==> src/rtl/udma_rx_pkg.sv <==
package udma_rx_pkg;

  typedef enum logic [2:0] {
    PH_IDLE,
    PH_REQ,
    PH_XFER,
    PH_DRAIN,
    PH_END
  } phase_e;

  localparam logic [15:0] CRC_SEED = 16'h4ABA;
  localparam logic [15:0] CRC_POLY = 16'h1021;

  function automatic logic [15:0] crc16_word(input logic [15:0] c_in, input logic [15:0] d);
    logic [15:0] c;
    c = c_in;
    for (int i = 15; i >= 0; i--) begin
      c = (c[15] ^ d[i]) ? ({c[14:0], 1'b0} ^ CRC_POLY) : {c[14:0], 1'b0};
    end
    return c;
  endfunction

endpackage

==> src/rtl/udma_strobe_cap.sv <==
module udma_strobe_cap #(
  parameter int unsigned DW = 16
) (
  input  logic          clk_i,
  input  logic          rst_ni,
  input  logic          en_i,
  input  logic          strb_i,
  input  logic [DW-1:0] data_i,
  output logic          word_vld_o,
  output logic [DW-1:0] word_o
);
  logic strb_q;

  // idle strobe level is high
  always_ff @(posedge clk_i or negedge rst_ni) begin
    if (!rst_ni) strb_q <= 1'b1;
    else         strb_q <= strb_i;
  end

  assign word_vld_o = en_i && (strb_i != strb_q);
  assign word_o     = data_i;
endmodule

==> src/rtl/udma_word_fifo.sv <==
module udma_word_fifo #(
  parameter int unsigned DW    = 16,
  parameter int unsigned DEPTH = 8,
  localparam int unsigned AW   = (DEPTH > 1) ? $clog2(DEPTH) : 1,
  localparam int unsigned CW   = $clog2(DEPTH + 1)
) (
  input  logic          clk_i,
  input  logic          rst_ni,
  input  logic          push_i,
  input  logic [DW-1:0] data_i,
  input  logic          pop_i,
  output logic          rd_valid_o,
  output logic [DW-1:0] rd_data_o,
  output logic [CW-1:0] count_o
);
  logic [DW-1:0] mem_q [DEPTH];
  logic [AW-1:0] wptr_q, rptr_q;
  logic [CW-1:0] cnt_q;
  logic          pop_ok;

  assign pop_ok = pop_i && (cnt_q != '0);

  function automatic logic [AW-1:0] ptr_inc(input logic [AW-1:0] p);
    return (p == AW'(DEPTH - 1)) ? '0 : p + AW'(1);
  endfunction

  always_ff @(posedge clk_i or negedge rst_ni) begin
    if (!rst_ni) begin
      wptr_q <= '0;
      rptr_q <= '0;
      cnt_q  <= '0;
    end else begin
      if (push_i) wptr_q <= ptr_inc(wptr_q);
      if (pop_ok) rptr_q <= ptr_inc(rptr_q);
      cnt_q <= cnt_q + CW'(push_i) - CW'(pop_ok);
    end
  end

  always_ff @(posedge clk_i) begin
    if (push_i) mem_q[wptr_q] <= data_i;
  end

  assign rd_valid_o = (cnt_q != '0);
  assign rd_data_o  = mem_q[rptr_q];
  assign count_o    = cnt_q;

  AST_NO_OVERFLOW: assert property (@(posedge clk_i) disable iff (!rst_ni)
    push_i && (cnt_q == CW'(DEPTH)) |-> pop_ok);
endmodule

==> src/rtl/udma_crc16.sv <==
module udma_crc16
  import udma_rx_pkg::*;
(
  input  logic        clk_i,
  input  logic        rst_ni,
  input  logic        seed_i,
  input  logic        upd_i,
  input  logic [15:0] word_i,
  output logic [15:0] crc_o
);
  logic [15:0] crc_q;

  always_ff @(posedge clk_i or negedge rst_ni) begin
    if (!rst_ni)     crc_q <= CRC_SEED;
    else if (seed_i) crc_q <= CRC_SEED;
    else if (upd_i)  crc_q <= crc16_word(crc_q, word_i);
  end

  assign crc_o = crc_q;

  AST_CRC_SEED: assert property (@(posedge clk_i) disable iff (!rst_ni)
    seed_i |=> crc_o == CRC_SEED);

  AST_CRC_HOLD: assert property (@(posedge clk_i) disable iff (!rst_ni)
    !seed_i && !upd_i |=> $stable(crc_o));
endmodule

==> src/rtl/udma_out_rx.sv <==
module udma_out_rx
  import udma_rx_pkg::*;
#(
  parameter int unsigned DW     = 16,
  parameter int unsigned DEPTH  = 8,
  parameter int unsigned SKID   = 3,
  parameter int unsigned RP_CYC = 4
) (
  input  logic          clk_i,
  input  logic          rst_ni,
  input  logic          mode_set_i,
  input  logic          cmd_start_i,
  input  logic          dev_stop_i,
  input  logic          pause_i,
  input  logic          xfer_ack_ni,
  input  logic          host_stop_i,
  input  logic          host_strb_i,
  input  logic [DW-1:0] data_i,
  input  logic          rd_ready_i,
  output logic          xfer_req_o,
  output logic          dev_rdy_no,
  output logic          rd_valid_o,
  output logic [DW-1:0] rd_data_o,
  output logic          fast_mode_o,
  output logic          crc_error_o,
  output logic          burst_done_o
);
  localparam int unsigned CW  = $clog2(DEPTH + 1);
  localparam int unsigned RCW = $clog2(RP_CYC + 1);

  phase_e         ph_q, ph_d;
  logic           mode_q, rdy_n_q, err_q, done_q;
  logic [RCW-1:0] rp_cnt_q, rdyhi_cnt_q;
  logic           ack, accept, push, pop;
  logic [DW-1:0]  cap_word;
  logic [CW-1:0]  fifo_cnt;
  logic [15:0]    crc;
  int             cnt_nxt;
  logic           room_ok;

  assign ack    = !xfer_ack_ni;
  assign accept = ack && !host_stop_i &&
                  (ph_q == PH_XFER || ph_q == PH_DRAIN || ph_q == PH_END);

  udma_strobe_cap #(.DW(DW)) u_cap (
    .clk_i      (clk_i),
    .rst_ni     (rst_ni),
    .en_i       (accept),
    .strb_i     (host_strb_i),
    .data_i     (data_i),
    .word_vld_o (push),
    .word_o     (cap_word)
  );

  udma_word_fifo #(.DW(DW), .DEPTH(DEPTH)) u_fifo (
    .clk_i      (clk_i),
    .rst_ni     (rst_ni),
    .push_i     (push),
    .data_i     (cap_word),
    .pop_i      (rd_ready_i),
    .rd_valid_o (rd_valid_o),
    .rd_data_o  (rd_data_o),
    .count_o    (fifo_cnt)
  );

  assign pop = rd_ready_i && rd_valid_o;

  // CRC is defined over 16-bit words
  udma_crc16 u_crc (
    .clk_i  (clk_i),
    .rst_ni (rst_ni),
    .seed_i (ph_q == PH_REQ && ph_d == PH_XFER),
    .upd_i  (push),
    .word_i (16'(cap_word)),
    .crc_o  (crc)
  );

  always_comb begin
    ph_d = ph_q;
    unique case (ph_q)
      PH_IDLE:  if (cmd_start_i && mode_q) ph_d = PH_REQ;
      PH_REQ:   if (ack && !host_stop_i) ph_d = PH_XFER;
      PH_XFER: begin
        if (host_stop_i)     ph_d = PH_END;
        else if (dev_stop_i) ph_d = PH_DRAIN;
      end
      PH_DRAIN: if (host_stop_i || rp_cnt_q == RCW'(RP_CYC - 1)) ph_d = PH_END;
      PH_END:   if (!ack) ph_d = PH_IDLE;
      default:  ph_d = PH_IDLE;
    endcase
  end

  // free space seen after this edge decides ready
  assign cnt_nxt = int'(fifo_cnt) + int'(push) - int'(pop);
  assign room_ok = (int'(DEPTH) - cnt_nxt) > int'(SKID);

  always_ff @(posedge clk_i or negedge rst_ni) begin
    if (!rst_ni) begin
      ph_q        <= PH_IDLE;
      mode_q      <= 1'b0;
      rdy_n_q     <= 1'b1;
      err_q       <= 1'b0;
      done_q      <= 1'b0;
      rp_cnt_q    <= '0;
      rdyhi_cnt_q <= '0;
    end else begin
      ph_q    <= ph_d;
      rdy_n_q <= !(ph_d == PH_XFER && room_ok && !pause_i);
      done_q  <= (ph_q == PH_END) && !ack;
      if (mode_set_i) mode_q <= 1'b1;
      if (cmd_start_i)                                         err_q <= 1'b0;
      else if (ph_q == PH_END && !ack && 16'(data_i) != crc)   err_q <= 1'b1;
      if (ph_q == PH_DRAIN) rp_cnt_q <= rp_cnt_q + RCW'(1);
      else                  rp_cnt_q <= '0;
      if (!rdy_n_q)                        rdyhi_cnt_q <= '0;
      else if (rdyhi_cnt_q != RCW'(RP_CYC)) rdyhi_cnt_q <= rdyhi_cnt_q + RCW'(1);
    end
  end

  assign xfer_req_o   = (ph_q == PH_REQ) || (ph_q == PH_XFER) || (ph_q == PH_DRAIN);
  assign dev_rdy_no   = rdy_n_q;
  assign fast_mode_o  = mode_q;
  assign crc_error_o  = err_q;
  assign burst_done_o = done_q;

  AST_MODE_GATE: assert property (@(posedge clk_i) disable iff (!rst_ni)
    xfer_req_o |-> fast_mode_o);

  AST_RP_GAP: assert property (@(posedge clk_i) disable iff (!rst_ni)
    $fell(xfer_req_o) && !$past(host_stop_i) |-> rdyhi_cnt_q >= RCW'(RP_CYC));

  AST_HOST_STOP: assert property (@(posedge clk_i) disable iff (!rst_ni)
    ph_q == PH_XFER && host_stop_i |=> !xfer_req_o && dev_rdy_no);

  AST_ERR_STICKY: assert property (@(posedge clk_i) disable iff (!rst_ni)
    crc_error_o && !cmd_start_i |=> crc_error_o);

  AST_IDLE_QUIET: assert property (@(posedge clk_i) disable iff (!rst_ni)
    ph_q == PH_IDLE |-> !push && dev_rdy_no);

  AST_DONE_PULSE: assert property (@(posedge clk_i) disable iff (!rst_ni)
    burst_done_o |=> !burst_done_o);
endmodule

==> config.mk <==
export PLATFORM = sky130hd
export DESIGN_NAME = udma_out_rx
export DESIGN_NICKNAME = d
export VERILOG_FILES = /design/src/rtl/udma_rx_pkg.sv /design/src/rtl/udma_strobe_cap.sv /design/src/rtl/udma_word_fifo.sv /design/src/rtl/udma_crc16.sv /design/src/rtl/udma_out_rx.sv
export SDC_FILE = /design/constraint.sdc
export NUM_CORES = 1
export LEC_CHECK = 0
export ABC_AREA = 1
export ABC_CLOCK_PERIOD_IN_PS = 7500
export BUFFER_PORTS_ARGS = -buffer_cell sky130_fd_sc_hd__buf_2
export CELL_PAD_IN_SITES_DETAIL_PLACEMENT = 1
export CELL_PAD_IN_SITES_GLOBAL_PLACEMENT = 2
export CORE_MARGIN = 10
export CORE_UTILIZATION = 43
export DETAILED_ROUTE_END_ITERATION = 16
export PLACE_DENSITY_LB_ADDON = 0.1
export SLEW_MARGIN = 20
export SYNTH_ARGS = -nofsm -noshare
export SYNTH_HDL_FRONTEND = slang
export SYNTH_SLANG_ARGS = --single-unit
==> constraint.sdc <==
create_clock -name clk_i -period 7.5 [get_ports clk_i]
set_input_delay 0.75 -clock clk_i [delete_from_list [all_inputs] [get_ports clk_i]]
set_output_delay 0.75 -clock clk_i [all_outputs]
set_load 0.02 [all_outputs]
Word-level counts from Yosys, hierarchy flattened
Memories as Yosys holds them, arrays and structs flattened.
Cells that the tools add are included.
Cells by class
  add/subtract/negate cells: 8
  order comparisons: 1
  muxes and demuxes: 32
  bitwise logic cells: 32
  reductions and logical operators: 23
  equality and inequality tests: 10
Operators with widths (count)
  13-bit two-way mux: 16
  3-bit inverter: 16
  16-bit two-way mux: 2
  3-bit two-way mux: 9
  16-bit != test: 1
  1-bit XOR: 16
  3-bit case mux with 5 select lines: 1
  3-bit by 2-bit == test with 1-bit output (second input constant): 4
  1-bit logical AND: 10
  3-bit by 1-bit adder with 3-bit output (second input constant): 3
  3-bit == test (second input constant): 3
  7-bit by 3-bit > comparator with 1-bit output (second input constant): 1
  5-bit by 6-bit subtractor with 7-bit output (first input constant): 1
  5-bit by 1-bit subtractor with 6-bit output: 1
  4-bit by 1-bit adder with 5-bit output: 1
  1-bit logical OR: 5
  4-bit by 1-bit adder with 4-bit output: 1
  1-bit logical NOT: 4
  1-bit two-way mux: 4
  2-bit nonzero test: 2
  4-bit nonzero test: 1
  4-bit by 1-bit subtractor with 4-bit output: 1
  3-bit by 1-bit == test with 1-bit output (second input constant): 1
  3-bit logical NOT: 1
  1-bit != test: 1
Word-level totals
  memory bits (writable): 128
  output and inout bits: 22
  memories kept: 1
  logic and storage cells: 118
  register bits: 37
Memories
  u_fifo.mem_q: words 8, width 16, read ports 1, clocked after memory_dff 0, wr ports 1, RTL line udma_word_fifo.sv:16  | logic [DW-1:0] mem_q [DEPTH];

Longest topological paths before layout
Gate-level depths: netlist (run 1).
  depth after elaboration: 34
  mapped depth: 18
  depth with buffers taken out: 17

Modules after synthesis
A second synthesis (run 1) with hierarchy kept.
Second synthesis, totals
  cells, all modules: 1055
  area, all modules: 8977.4 µm²
By module, submodules not included
  udma_word_fifo: times used 1, cells each 623, area an instance 6221.0 µm²
  udma_crc16: times used 1, cells each 203, area an instance 1410.1 µm²
  udma_out_rx: times used 1, cells each 208, area an instance 1184.9 µm²
  udma_strobe_cap: times used 1, cells each 21, area an instance 161.4 µm²

Least setup slack after synthesis (run 1)
Ideal clock, no wire load.
  kind: in2reg
  start point: in xfer_ack_ni
  end point: reg rdy_n_q, in the netlist dev_rdy_no
  stages on the path: 16
  arrival time: 2.877 ns
  data required time: 7.418 ns
  setup slack: 4.541 ns
  cell sequence: inv_1 nand2_1 nor2_1 nand2_4 inv_2 buf_6 ha_1 fa_1 inv_1 ha_1 inv_1 or2_2 nand2_1 a21oi_1 nor3_1 nand2_1
RTL lines
  start, declared: RTL line udma_out_rx.sv:15  | input logic xfer_ack_ni,
  end signal, assigned: RTL line udma_out_rx.sv:108  | rdy_n_q <= !(ph_d == PH_XFER && room_ok && !pause_i);
  end, declared: RTL line udma_out_rx.sv:32  | logic mode_q, rdy_n_q, err_q, done_q;

Worst setup path in the final report (run 1)
  start point: reg u_fifo.rptr_q[0]
  end point: out rd_data_o[13]
Between the ends
  longest elaborated chain between the ends: 1
Ends and longest elaborated chain
  start, declared: RTL line udma_word_fifo.sv:17  | logic [AW-1:0] wptr_q, rptr_q;
  start signal, assigned: RTL line udma_word_fifo.sv:34  | if (pop_ok) rptr_q <= ptr_inc(rptr_q);
  memory 8 x 16 bit
  end, declared: RTL line udma_out_rx.sv:23  | output logic [DW-1:0] rd_data_o,
Every way passes these cells.

==> results of run 1 <==
-- area by class of cell --
| type | instances | area (um^2) | area share [%] |
|---|---|---|---|
| Clock inverter | 15 | 121 | 1.40 |
| Tap cell | 225 | 282 | 3.24 |
| Multi-Input combinational cell | 471 | 2510 | 29.0 |
| Timing Repair Buffer | 59 | 325 | 3.75 |
| Clock buffer | 17 | 425 | 4.90 |
| Sequential cell | 165 | 4780 | 55.1 |
| Inverter | 61 | 229 | 2.64 |
-- worst paths after layout --
kind                               endpoint  depth (start not counted)
max                           rd_data_o[13]                          6
min                            u_cap.strb_q                          1
max reg2reg                      dev_rdy_no                         17
min reg2reg                     rp_cnt_q[0]                          1
max in group asynchronous  u_fifo.rptr_q[0]                          1
min in group asynchronous    u_crc.crc_o[0]                          1
-- per-layer routing --
metal  GRT usage [%]  wire length (um)  vias to the layer above
met3            3.11               570                       14
met2            29.7             10200                       76
met4            5.04               225                        0
met5               0                 0                        -
met1            19.8              8470                     2676
li1                -                 -                     2560
-- critical path, delay by kind of cell (launching register included) --
family	cells	cell delay, ps
flip-flops	1	400
AND/OR/NAND/NOR	1	60
buffers and inverters	2	950
AO/OA/AOI/OAI	3	570
-- cells by family (layout without fill, tap and decap cells) --
family / Yosys count / in the layout / share of synthesized area, %
flops: 165 / 165 / 62.8
fa+ha+maj: 16 / 16 / 2.73
simple gates: 307 / 307 / 17.9
buf+inv: 85 / 152 / 4.42
compound gates: 120 / 120 / 8.70
xor+xnor: 28 / 28 / 3.42
-- power breakdown --
part / leakage, uW / internal (uW) / switching (uW)
clock network: 0.000254 / 430 / 374
registers: 0.00160 / 1080 / 65.1
logic: 0.00160 / 492 / 1010
total: 0.00346 / 2010 / 1450
-- registers in the layout, indices dropped and copies added, names as in the netlist --
name            count
rp_cnt_q            3
fast_mode_o         1
burst_done_o        1
u_crc.crc_o        16
ph_q                3
u_cap.strb_q        1
u_fifo.rptr_q       3
u_fifo.wptr_q       3
u_fifo.mem_q      128
u_fifo.count_o      4
crc_error_o         1
dev_rdy_no          1
-- cell usage in the layout, fill, tap and decap left out, types with 17 or more instances in the layout --
cell type	Yosys	routed
nand3_1	28	28
edfxtp_1	128	128
inv_1	56	56
nand2_2	19	19
nor2_1	130	130
nand2_1	97	97
o21ai_0	68	68
dfrtp_1	27	26
xor2_1	17	17
buf_2	8	47
o22ai_1	20	20
clkbuf_16	0	17
-- stage by stage --
stage	hold WS, ps	worst slack, ps	area, um^2	power, uW	util (%)
global placement	420	4220	8130	2630	47.0
CTS	425	4270	8680	3500	50.2
floorplan	410	4540	7610	2260	-
detailed placement	438	4100	8130	2690	47.0
global route	431	4070	8680	3730	50.2
finish	444	4320	8680	3460	50.2
-- Yosys cell counts, drive strengths merged --
library cell / n / share of area (%)
a21boi: 1 / 0.099
a21oi: 8 / 0.53
a22o: 2 / 0.23
a31oi: 16 / 1.3
buf: 10 / 0.72
clkbuf: 14 / 0.69
dfrtp: 27 / 8.9
dfstp: 10 / 3.5
edfxtp: 128 / 50
fa: 1 / 0.26
ha: 15 / 2.5
inv: 61 / 3.0
nand2: 125 / 7.7
nand3: 28 / 1.8
nand3b: 4 / 0.49
nand4: 1 / 0.082
nor2: 130 / 6.4
nor3: 11 / 0.72
nor4: 1 / 0.082
o21ai: 71 / 4.7
o21bai: 1 / 0.099
o221ai: 1 / 0.12
o22ai: 20 / 1.6
or2: 7 / 0.61
xnor2: 10 / 1.2
xor2: 18 / 2.2
==> summary.txt, run 1 <==
Status
  – Status: completed

Logic synthesis
  – Syn avg cell area: 10.6 um^2
  – Distinct cells, synth: 37
  – Seq cells post-synth: 165
  – Syn nets: 763
  – Cell Area, Synth: 7610 um^2
  – Synth warn: 0
  – Mapped Cells: 721
  – Seq/Total Area, Yosys: 62.8%

Clock tree
  – H-tree levels: 4
  – Cells resized by post-CTS repair: 0
  – Clk_lat worst skew: 420 ps
  – CTS root buffer: clkbuf_16
  – Hold Buf Count CTS: 0
  – CTS max path bufs: 2
  – CTS sink count: 165
  – Post-CTS Setup Bufs: 0
  – CTS buffer count: 17
  – Clock Pin Slew Worst Setup and Hold Paths: 60 ps
  – TritonCTS clock tree: done

Worst setup path
  – Crit start category: flip-flop
  – Critical Setup Path Class: flip-flop to primary output
  – Worst EP required: 6750 ps
  – Crit path capture type: primary output
  – CP arrival: 2430 ps
  – R2R setup slack: 4540 ps
  – Crit path max-delay cell type: inv_2
  – CP startpoint: u_fifo.rptr_q[0]
  – FF-to-FF Start: u_fifo.count_o[3]
  – Critical path's largest stage delay: 740 ps
  – Cells along the critical path: inv_2 -> o21ai_0 -> o22ai_1 -> nor2_1 -> a31oi_1 -> buf_2
  – Critical-path maximum fanout: 65

Worst hold path
  – Hold WC Path Type: input port to flip-flop
  – Min-delay src: host_strb_i

Final layout
  – Antenna diodes: 0
  – Post-Layout Cell Count: 1,013
  – Area growth from synthesis to layout: 14.0%
  – NumNets Final: 817
  – Layout cells sized above 1: 18.5%
  – Fillers: 1,931

Floorplanning
  – Core ar.: 17,300 um^2
  – Ports: 48
  – Die X: 153 um
  – Die Height: 153 um
  – Row cnt: 48
  – Initial Util: 44.0%
  – Die area: 23,400 um^2

STA
  – Fmax: 315 MHz
  – Max Slew Vio Count: 0
  – RSZ-0062 raised after global routing: false
  – Final clock skew: 11.9 ps
  – Fin crit share: 42.4%
  – Hold Vio Cnt, Final: 0
  – Final setup TNS: 0 ps
  – Rel. slew slack: 31.2%
  – Min Tclk post-route: 3180 ps
  – Setup violations, final: 0
  – Worst-margin pin slew: 1030 ps

Routing
  – Vias: 5,326
  – Initial DRC Count: 254
  – Post-route DRC violation count: 0
  – WL per Instance: 19.2 um
  – Final WL: 19,500 um
  – Vias/cell: 5.26
  – Drt first pass iters: 4
  – Post-route ant nets: 0

Run
  – Max cap viols: 0

Global route
  – First-pass GRT wire length: 31,000 um
  – Number of global-route vias before repair: 5,801
  – Antenna violations before repair: 0
  – Aggregate global-route resource usage: 16.7%
  – Largest net degree at the start of global routing: 67
  – GRT overflow: 0

Pwr
  – Worst vdd ir: 0.000241 V
  – Leakage: 0.00346 uW
  – Pwr per Cell Area: 398 nW/um^2

Placed design
  – Placed insts: 981
  – Detail Placement HPWL: 13,100 um
  – Port bufs: 47
  – Routability congestion estimate from global placement: 0.829
No activity file was read; power rests on OpenSTA's default activity.
==> inputs of run 2 (changes only) <==
--- a/config.mk
+++ b/config.mk
@@ -6,12 +6,12 @@
 export NUM_CORES = 1
 export LEC_CHECK = 0
 export ABC_AREA = 1
-export ABC_CLOCK_PERIOD_IN_PS = 7500
+export ABC_CLOCK_PERIOD_IN_PS = 2800
 export BUFFER_PORTS_ARGS = -buffer_cell sky130_fd_sc_hd__buf_2
 export CELL_PAD_IN_SITES_DETAIL_PLACEMENT = 1
 export CELL_PAD_IN_SITES_GLOBAL_PLACEMENT = 2
 export CORE_MARGIN = 10
-export CORE_UTILIZATION = 43
+export CORE_UTILIZATION = 36
 export DETAILED_ROUTE_END_ITERATION = 16
 export PLACE_DENSITY_LB_ADDON = 0.1
 export SLEW_MARGIN = 20
==> constraint.sdc (replaced) <==
create_clock -name clk_i -period 2.8 [get_ports clk_i]
set_input_delay 0.28 -clock clk_i [delete_from_list [all_inputs] [get_ports clk_i]]
set_output_delay 0.28 -clock clk_i [all_outputs]
set_load 0.02 [all_outputs]
==> summary.txt, run 2 (synthesis gave the netlist of run 1 again) <==
Routing
  – Post-route ant nets: 0 (unchanged)
  – Vias/cell: 5.03 (-4.3%)
  – Final WL: 20,500 um (+5.3%)
  – WL per Instance: 18.8 um (-1.9%)
  – Initial DRC Count: 247 (-2.8%)
  – Vias: 5,469 (+2.7%)
  – Drt first pass iters: 4 (unchanged)
  – Post-route DRC violation count: 0 (unchanged)

Worst setup path
  – CP arrival: 3050 ps (+620 ps)
  – Crit start category: flip-flop
  – Critical-path maximum fanout: 2 (-97%)
  – Worst EP required: 3160 ps (-3590 ps)
  – Crit path capture type: flip-flop
  – Critical Setup Path Class: flip-flop to flip-flop

STA
  – Rel. slew slack: 35.4% (+4.2 points)
  – Hold Vio Cnt, Final: 0 (unchanged)
  – Fin crit share: 96.2%
  – Min Tclk post-route: 2690 ps
  – Max Slew Vio Count: 0 (unchanged)
  – Fmax: 371 MHz
  – Final clock skew: 12.3 ps (+0.351 ps)
  – Worst-margin pin slew: 969 ps (-61.6 ps)
  – Final worst slack: 106 ps (-4220 ps)
  – Setup violations, final: 0 (unchanged)

Final layout
  – Area growth from synthesis to layout: 18.9%
  – Layout cells sized above 1: 22.4% (+3.9 points)
  – Fillers: 2,316 (+20%)
  – Register area: 4780 um^2 (unchanged)
  – Area taken by multi-input logic gates: 2590 um^2 (+3.2%)
  – Antenna diodes: 0 (unchanged)
  – NumNets Final: 841 (+2.9%)
  – Final Cell Area: 9050 um^2 (+4.3%)
  – Reg with most FFs: u_fifo.mem_q
  – Most common cell after layout, fill and taps aside: nor2_1
  – Most frequent cells in the layout: nor2_1, edfxtp_1, nand2_1
  – Max reg flops: 128 (unchanged)

Pwr
  – Worst vdd ir: 0.000411 V (+71%)
  – Pwr per Cell Area: 1080 nW/um^2 (+170%)
  – Leakage: 0.00359 uW (+4.0%)

Placed design
  – Setup WS pre-CTS: -87.9 ps (-4190 ps)
  – Port bufs: 47 (unchanged)
  – Detail Placement HPWL: 13,600 um (+3.8%)
  – Dpl cell area: 8350 um^2 (+2.7%)
  – Routability congestion estimate from global placement: 0.856 (+3.2%)

Floorplanning
  – Row cnt: 53 (+10%)
  – Core ar.: 20,900 um^2 (+21%)
  – Die area: 27,400 um^2 (+17%)
  – Die X: 165 um (+8.1%)
  – Initial Util: 36.4% (-7.6 points)
  – Ports: 48 (unchanged)
  – Die Height: 165 um (+8.1%)

Global route
  – Aggregate global-route resource usage: 15.5% (-1.1 points)
  – Number of global-route vias before repair: 5,940 (+2.4%)
  – Largest net degree at the start of global routing: 67 (unchanged)
  – GRT overflow: 0 (unchanged)
  – First-pass GRT wire length: 32,300 um (+4.0%)
  – Antenna violations before repair: 1 (+1)

Run
  – Max cap viols: 0 (unchanged)

Clock tree
  – CTS buffer count: 17 (unchanged)
  – CTS sink count: 165 (unchanged)
  – H-tree levels: 4 (unchanged)
  – Clock Pin Slew Worst Setup and Hold Paths: 70 ps (about the same)
  – TritonCTS clock tree: done
  – Clk_lat worst skew: 430 ps (about the same)
  – CTS max path bufs: 2 (unchanged)
  – CTS root buffer: clkbuf_16

Worst hold path
  – Hold WC Path Type: input port to asynchronous set/reset pin

Status
  – Status: completed
run 2: path summary, 6_finish.rpt:
path	start	endpoint	slack, ps	cells past startpoint
max	u_fifo.count_o[3]	dev_rdy_no	110	15
min	rst_ni	u_crc.crc_o[10]	4	1
max reg2reg	u_fifo.count_o[3]	dev_rdy_no	110	15
min reg2reg	rp_cnt_q[0]	rp_cnt_q[0]	440	1
max in group asynchronous	rst_ni	u_fifo.rptr_q[0]	2120	1
min in group clk_i	cmd_start_i	crc_error_o	30	2
run 2: layout make-up:
cell class / count / share of cell area [%]
Clock buffer: 17 / 4.70
Multi-Input combinational cell: 471 / 28.7
Clock inverter: 15 / 1.45
Tap cell: 275 / 3.80
Timing Repair Buffer: 83 / 6.03
Inverter: 61 / 2.53
Sequential cell: 165 / 52.8
run 2: metrics by stage:
step	instances	setup TNS [ps]	hold WS (ps)	util (%)	power [uW]
6_report	1087	0	4.44	43.3	9730
5_1_grt	1087	-58.3	18.2	43.3	10500
4_1_cts	1083	0	3.93	43.0	9790
3_5_place_dp	1045	-87.9	412	40.0	7410
3_3_place_gp	1045	0	405	40.0	7260
2_1_floorplan	721	0	-15.6	-	6070
run 2: metal layers:
layer / share of wire, % / track usage, % / wire, um / vias to the layer above
li1: - / - / - / 2616
met1: 43 / 18.2 / 8760 / 2773
met2: 53 / 28.3 / 10900 / 64
met3: 2.7 / 2.40 / 563 / 16
met4: 1.1 / 5.19 / 219 / 0
met5: 0 / 0 / 0 / -
run 2: power breakdown:
part / switching [uW] / internal [uW]
registers: 177 / 2900
logic: 2880 / 1560
clock network: 988 / 1230
run 2: what timing repair did:
item,4_1_cts,5_1_grt
pin swaps,5,7
endpoints found under the setup margin,1,1
endpoints found under the hold margin,1,0
gates resized for setup,10,7
buffers inserted,5,4
hold buffers,1,0
run 2: critical path, cell delays in order (launching register included):
cell and delay, ps:
dfrtp_1 400, inv_2 90, ha_4 140, nand3_4 60, nand2_2 80, inv_2 50, ha_4 250, inv_2 40
ha_4 150, fa_1 530, inv_2 70, ha_1 290, nor3_1 260, a21oi_2 60, nand3b_1 100, nand2_1 60
